===== config.mk =====
export PLATFORM = sky130hd
export DESIGN_NAME = eth_irq_status
export DESIGN_NICKNAME = d
export VERILOG_FILES = /design/src/rtl/eth_irq_pkg.sv /design/src/rtl/eth_irq_latch.sv /design/src/rtl/eth_irq_engine.sv /design/src/rtl/eth_irq_regs.sv /design/src/rtl/eth_irq_status.sv
export SDC_FILE = /design/constraint.sdc
export NUM_CORES = 1
export LEC_CHECK = 0
export ABC_AREA = 1
export BUFFER_PORTS_ARGS = -buffer_cell sky130_fd_sc_hd__buf_2
export CAP_MARGIN = 10
export CORE_MARGIN = 4
export CORE_UTILIZATION = 35
export DETAILED_ROUTE_END_ITERATION = 12
export PLACE_DENSITY = 0.76
export SLEW_MARGIN = 20
export SYNTH_ARGS = -nofsm -noshare
export SYNTH_HDL_FRONTEND = slang
export SYNTH_HIERARCHICAL = 1
export SYNTH_SLANG_ARGS = --single-unit
export TNS_END_PERCENT = 100

===== constraint.sdc =====
create_clock -name clk -period 0.85 [get_ports clk]
set_input_delay 0.1275 -clock clk [delete_from_list [all_inputs] [get_ports clk]]
set_output_delay 0.1275 -clock clk [all_outputs]
set_load 0.1 [all_outputs]

===== src/rtl/eth_irq_pkg.sv =====
package eth_irq_pkg;
  localparam int REG_W     = 8;
  localparam int ADDR_W    = 2;
  localparam int STAT_BITS = 6;
  // status bit positions (software decodes these)
  localparam int B_RCV   = 0;
  localparam int B_TX    = 1;
  localparam int B_TXE   = 2;
  localparam int B_ALLOC = 3;
  localparam int B_RXOVR = 4;
  localparam int B_ENG   = 5;
  // engine cause slots
  localparam int NUM_CAUSE = 3;
  localparam int C_LINK    = 0;
  localparam int C_CNT     = 1;
  localparam int C_TXF     = 2;
  // sticky slots in the shared latch bank
  localparam int NUM_STICKY = 3;
  localparam int S_RXOVR    = 0;
  localparam int S_TXE      = 1;
  localparam int S_ALLOC    = 2;
  localparam logic [ADDR_W-1:0] A_STAT = 2'd0;
  localparam logic [ADDR_W-1:0] A_MASK = 2'd1;
endpackage


===== src/rtl/eth_irq_latch.sv =====
// Bank of set/clear flops; a set in the same cycle as a clear wins.
module eth_irq_latch #(
  parameter int N = 3
) (
  input  logic         clk,
  input  logic         rst_n,
  input  logic [N-1:0] set,
  input  logic [N-1:0] clr,
  output logic [N-1:0] q
);
  for (genvar i = 0; i < N; i++) begin : g_bit
    always_ff @(posedge clk) begin
      if (!rst_n)      q[i] <= 1'b0;
      else if (set[i]) q[i] <= 1'b1;
      else if (clr[i]) q[i] <= 1'b0;
    end
  end
endmodule


===== src/rtl/eth_irq_engine.sv =====
// Status-engine bit: one flop per cause, each cleared by its own action.
module eth_irq_engine
  import eth_irq_pkg::*;
(
  input  logic clk,
  input  logic rst_n,
  input  logic link_evt,
  input  logic cnt_roll_evt,
  input  logic tx_fatal_evt,
  input  logic link_err_en,
  input  logic cnt_reg_rd,
  input  logic tx_en_set,
  output logic eng_bit
);
  logic                 link_en_q;
  logic                 link_en_fall;
  logic [NUM_CAUSE-1:0] cause_set, cause_clr, cause_q;

  always_ff @(posedge clk) begin
    if (!rst_n) link_en_q <= 1'b0;
    else        link_en_q <= link_err_en;
  end
  assign link_en_fall = link_en_q & ~link_err_en;

  always_comb begin
    cause_set        = '0;
    cause_clr        = '0;
    cause_set[C_LINK] = link_evt;
    cause_set[C_CNT]  = cnt_roll_evt;
    cause_set[C_TXF]  = tx_fatal_evt;
    cause_clr[C_LINK] = link_en_fall;
    cause_clr[C_CNT]  = cnt_reg_rd;
    cause_clr[C_TXF]  = tx_en_set;
  end

  eth_irq_latch #(.N(NUM_CAUSE)) u_cause (
    .clk(clk), .rst_n(rst_n), .set(cause_set), .clr(cause_clr), .q(cause_q)
  );

  assign eng_bit = |cause_q;
endmodule


===== src/rtl/eth_irq_regs.sv =====
// Register port: acknowledge decode, mask register, read mux.
module eth_irq_regs
  import eth_irq_pkg::*;
(
  input  logic                 clk,
  input  logic                 rst_n,
  input  logic                 reg_wr,
  input  logic [ADDR_W-1:0]    reg_addr,
  input  logic [REG_W-1:0]     reg_wdata,
  input  logic [STAT_BITS-1:0] status,
  output logic [REG_W-1:0]     reg_rdata,
  output logic [STAT_BITS-1:0] mask_q,
  output logic [STAT_BITS-1:0] ack
);
  localparam int PAD_W = REG_W - STAT_BITS;

  logic wdata_unused;
  assign wdata_unused = ^reg_wdata[REG_W-1:STAT_BITS];

  assign ack = (reg_wr && reg_addr == A_STAT) ? reg_wdata[STAT_BITS-1:0] : '0;

  always_ff @(posedge clk) begin
    if (!rst_n)                           mask_q <= '0;
    else if (reg_wr && reg_addr == A_MASK) mask_q <= reg_wdata[STAT_BITS-1:0];
  end

  always_comb begin
    unique case (reg_addr)
      A_STAT:  reg_rdata = {{PAD_W{1'b0}}, status};
      A_MASK:  reg_rdata = {{PAD_W{1'b0}}, mask_q};
      default: reg_rdata = '0;
    endcase
  end
endmodule


===== src/rtl/eth_irq_status.sv =====
module eth_irq_status
  import eth_irq_pkg::*;
(
  input  logic              clk,
  input  logic              rst_n,
  input  logic              reg_wr,
  input  logic [ADDR_W-1:0] reg_addr,
  input  logic [REG_W-1:0]  reg_wdata,
  output logic [REG_W-1:0]  reg_rdata,
  input  logic              rx_abort_nomem,
  input  logic              rx_abort_long,
  input  logic              rx_abort_discard,
  input  logic              alloc_req,
  input  logic              alloc_ok,
  input  logic              alloc_fail,
  input  logic              txq_empty_evt,
  input  logic              txc_fifo_empty,
  output logic              txc_pop,
  input  logic              rxc_fifo_empty,
  input  logic              link_evt,
  input  logic              cnt_roll_evt,
  input  logic              tx_fatal_evt,
  input  logic              link_err_en,
  input  logic              cnt_reg_rd,
  input  logic              tx_en_set,
  output logic              irq
);
  logic [STAT_BITS-1:0]  status_w, mask_q, ack;
  logic [NUM_STICKY-1:0] stk_set, stk_clr, stk_q;
  logic                  eng_bit;

  always_comb begin
    stk_set          = '0;
    stk_clr          = '0;
    stk_set[S_RXOVR] = rx_abort_nomem | rx_abort_long | rx_abort_discard;
    stk_clr[S_RXOVR] = ack[B_RXOVR];
    stk_set[S_TXE]   = txq_empty_evt;
    stk_clr[S_TXE]   = ack[B_TXE];
    stk_set[S_ALLOC] = alloc_ok;
    stk_clr[S_ALLOC] = alloc_req | alloc_fail;
  end

  eth_irq_latch #(.N(NUM_STICKY)) u_sticky (
    .clk(clk), .rst_n(rst_n), .set(stk_set), .clr(stk_clr), .q(stk_q)
  );

  eth_irq_engine u_engine (
    .clk(clk), .rst_n(rst_n),
    .link_evt(link_evt), .cnt_roll_evt(cnt_roll_evt), .tx_fatal_evt(tx_fatal_evt),
    .link_err_en(link_err_en), .cnt_reg_rd(cnt_reg_rd), .tx_en_set(tx_en_set),
    .eng_bit(eng_bit)
  );

  always_comb begin
    status_w          = '0;
    status_w[B_RCV]   = ~rxc_fifo_empty;
    status_w[B_TX]    = ~txc_fifo_empty;
    status_w[B_TXE]   = stk_q[S_TXE];
    status_w[B_ALLOC] = stk_q[S_ALLOC];
    status_w[B_RXOVR] = stk_q[S_RXOVR];
    status_w[B_ENG]   = eng_bit;
  end

  eth_irq_regs u_regs (
    .clk(clk), .rst_n(rst_n), .reg_wr(reg_wr), .reg_addr(reg_addr),
    .reg_wdata(reg_wdata), .status(status_w), .reg_rdata(reg_rdata),
    .mask_q(mask_q), .ack(ack)
  );

  assign txc_pop = ack[B_TX] & ~txc_fifo_empty;
  assign irq     = |(status_w & mask_q);
endmodule


==> impl_summary.txt <==
----------------------------------------------------
[Setup path]
  Largest stage delay, worst path ... 0.32 ns
  FF-to-FF setup slack ... -0.09 ns
  Worst-path fanout max ... 2
  Arrival time at the worst endpoint ... 1.22 ns
  Critical path, cell by cell ... nor2_2 -> nand2_1 -> nand2_1 -> nand2_1 -> nor2_2 -> nand2_4 -> buf_12
  Slowest stage cell, crit path ... sky130_fd_sc_hd__dfxtp_2
  CP required ... 0.72 ns
  Worst setup EP type ... output port
  Worst Setup Path Type ... reg2out
  Cell mode on critical path ... sky130_fd_sc_hd__nand2_1
  Kind of start point of the critical path ... flip-flop

[GRT]
  First-pass GRT wire length ... 2980 um
  Initial antenna violation count ... 0
  Number of global-route vias before repair ... 747
  Largest net degree at the start of global routing ... 13
  Global route total overflow ... 0
  Combined global-route utilization of all metal layers ... 14.2%

[Timing]
  Least setup slack across all paths after layout ... -0.498 ns
  Endpoints failing hold ... 0
  Final setup violation count ... 9
  Time the final worst path needs with I/O delays and setup ... 1.35 ns
  Fin Clk Skew ... 0.0000178 ns
  Final Max Slew Viols ... 0
  Post-route fraction of the period consumed by the critical path ... 159%
  Sum of negative setup slack ... -2.35 ns
  RSZ-0062 raised after global routing ... yes
  Highest attainable clock frequency ... 742 MHz

[Clocking]
  Number of clock sinks ... 13
  CTS root buf ... sky130_fd_sc_hd__clkbuf_4
  TritonCTS buffer count ... 3
  Number of buffers added to fix hold violations after cts ... 0
  Clk buf depth ... 2
  Clock network latency to the later pin of the worst-skew pair ... 0.26 ns
  Clock tree from TritonCTS ... yes
  Level count of the clock H-tree ... 1
  Clock-pin slew on the worst setup and hold paths ... 0.07 ns

[Placement]
  Pre-CTS worst setup slack ... -0.206 ns
  Standard cell area after detailed placement ... 1190 sq um
  Final Wtd Congestion ... 0.719
  Count of buffers from port buffering ... 33
  Sum of net half-perimeters after detailed placement ... 1520 um

[Routing]
  Via density per instance ... 4.24
  DRT iter0 DRCs ... 15
  Routed length per instance ... 9.54 um
  Total vias in the final route ... 826
  First-pass DRT Iterations ... 4
  DRC violations left ... 0
  Routed Antenna Nets ... 0
  Routed WL ... 1860 um

[Final layout]
  Syn-to-layout area delta ... 81.6%
  Number of nets in the finished design ... 197
  Number of fillers in the final layout ... 181
  Layout cell share with drive strength beyond 1 ... 50.0%
  Cell area after layout ... 1290 sq um
  Ant. Diodes ... 0
  Most used cells in the layout excluding fill and tap cells ... sky130_fd_sc_hd__nand2_1, sky130_fd_sc_hd__inv_1, sky130_fd_sc_hd__buf_2
  Most common cell after layout, fill and taps aside ... sky130_fd_sc_hd__nand2_1

[Logic synthesis]
  Average size of a mapped cell ... 5.76 sq um
  Synthesized instance count ... 123
  Yosys Warn Count ... 6
  Cell area after technology mapping ... 708 sq um

[Floorplan]
  Placeable core region ... 1940 sq um
  Starting density of the core ... 36.5%
  Vertical extent of the die ... 53.0 um
  Horizontal die dimension ... 53.0 um
  Total die area ... 2810 sq um
  Number of rows in the core area ... 16
  Boundary Pins ... 38

[Outcome]
  Outcome ... finished with violations
  Violated checks ... negative setup slack

[Min path]
  Worst hold path class ... in2reg

[Flow run]
  Max-Cap Viols ... 0

[Power]
  Lkg Pwr ... 0.695 nW
  Worst VDD drop ... 947 uV
  Power density relative to cell area ... 1310 nW/um^2

----------------------------------------------------
==> cell type report <==
cell class,count,area [sq um],share of cell area (%)
clock buffers,4,26.3,2.04
repair buffers,43,397,30.8
well taps,27,33.8,2.63
multi-input cells,76,435,33.9
inverters,32,120,9.34
flip-flops and latches,13,274,21.3
==> state kept, by name, indices dropped and copies added (netlist names) <==
register / count
u_sticky/q: 3
u_regs/mask_q: 6
u_engine/link_en_q: 1
u_engine/u_cause/q: 3
==> what timing repair did <==
item / in CTS / in global routing
buffers inserted: 2 / 1
pin swaps: 5 / 5
endpoints found under the setup margin: 8 / 8
gates cloned: 0 / 0
endpoints found under the hold margin: 0 / 0
gates resized for setup: 13 / 7
==> report_power, final <==
part | switching (mW) | internal [mW] | total, mW
combinational | 0.401 | 0.249 | 0.650
sequential | 0.0231 | 0.652 | 0.675
clock | 0.176 | 0.181 | 0.357
total | 0.600 | 1.08 | 1.68
==> metal layers <==
metal | global-route usage (%) | vias up | wire [um]
met3 | 2.82 | 0 | 106
met2 | 27.3 | 22 | 992
met4 | 2.55 | 0 | 0
li1 | - | 439 | -
met5 | 0 | - | 0
met1 | 16.1 | 365 | 761
==> per-stage QoR <==
step | power, mW | hold slack, ns | util, % | std cells
after CTS | 1.69 | 0.0479 | 65.1 | 194
final | 1.68 | 0.0577 | 66.2 | 195
after detailed placement | 1.30 | 0.327 | 61.3 | 188
after global routing | 1.79 | 0.0812 | 66.2 | 195
after floorplan | 1.07 | 0.221 | - | 124
after global placement | 1.29 | 0.322 | 61.3 | 188
==> worst paths after layout <==
kind / startpoint / depth (start not counted) / end
max reg2reg: u_sticky/q[2]$_SDFFE_PN0P_ / 5 / u_sticky/q[2]$_SDFFE_PN0P_
min: link_err_en / 3 / u_engine/link_en_q$_SDFF_PN0_
max: u_engine/u_cause/q[2]$_SDFFE_PN0P_ / 7 / irq
min reg2reg: u_engine/u_cause/q[2]$_SDFFE_PN0P_ / 2 / u_engine/u_cause/q[2]$_SDFFE_PN0P_
==> worst max-delay path, delay by kind of cell, from the launching register on <==
family | cells | cell delay, ns
AND/OR/NAND/NOR | 6 | 0.48
buffers and inverters | 1 | 0.16
flip-flops | 1 | 0.32
Note: power is estimated with default switching activity, not from simulation.
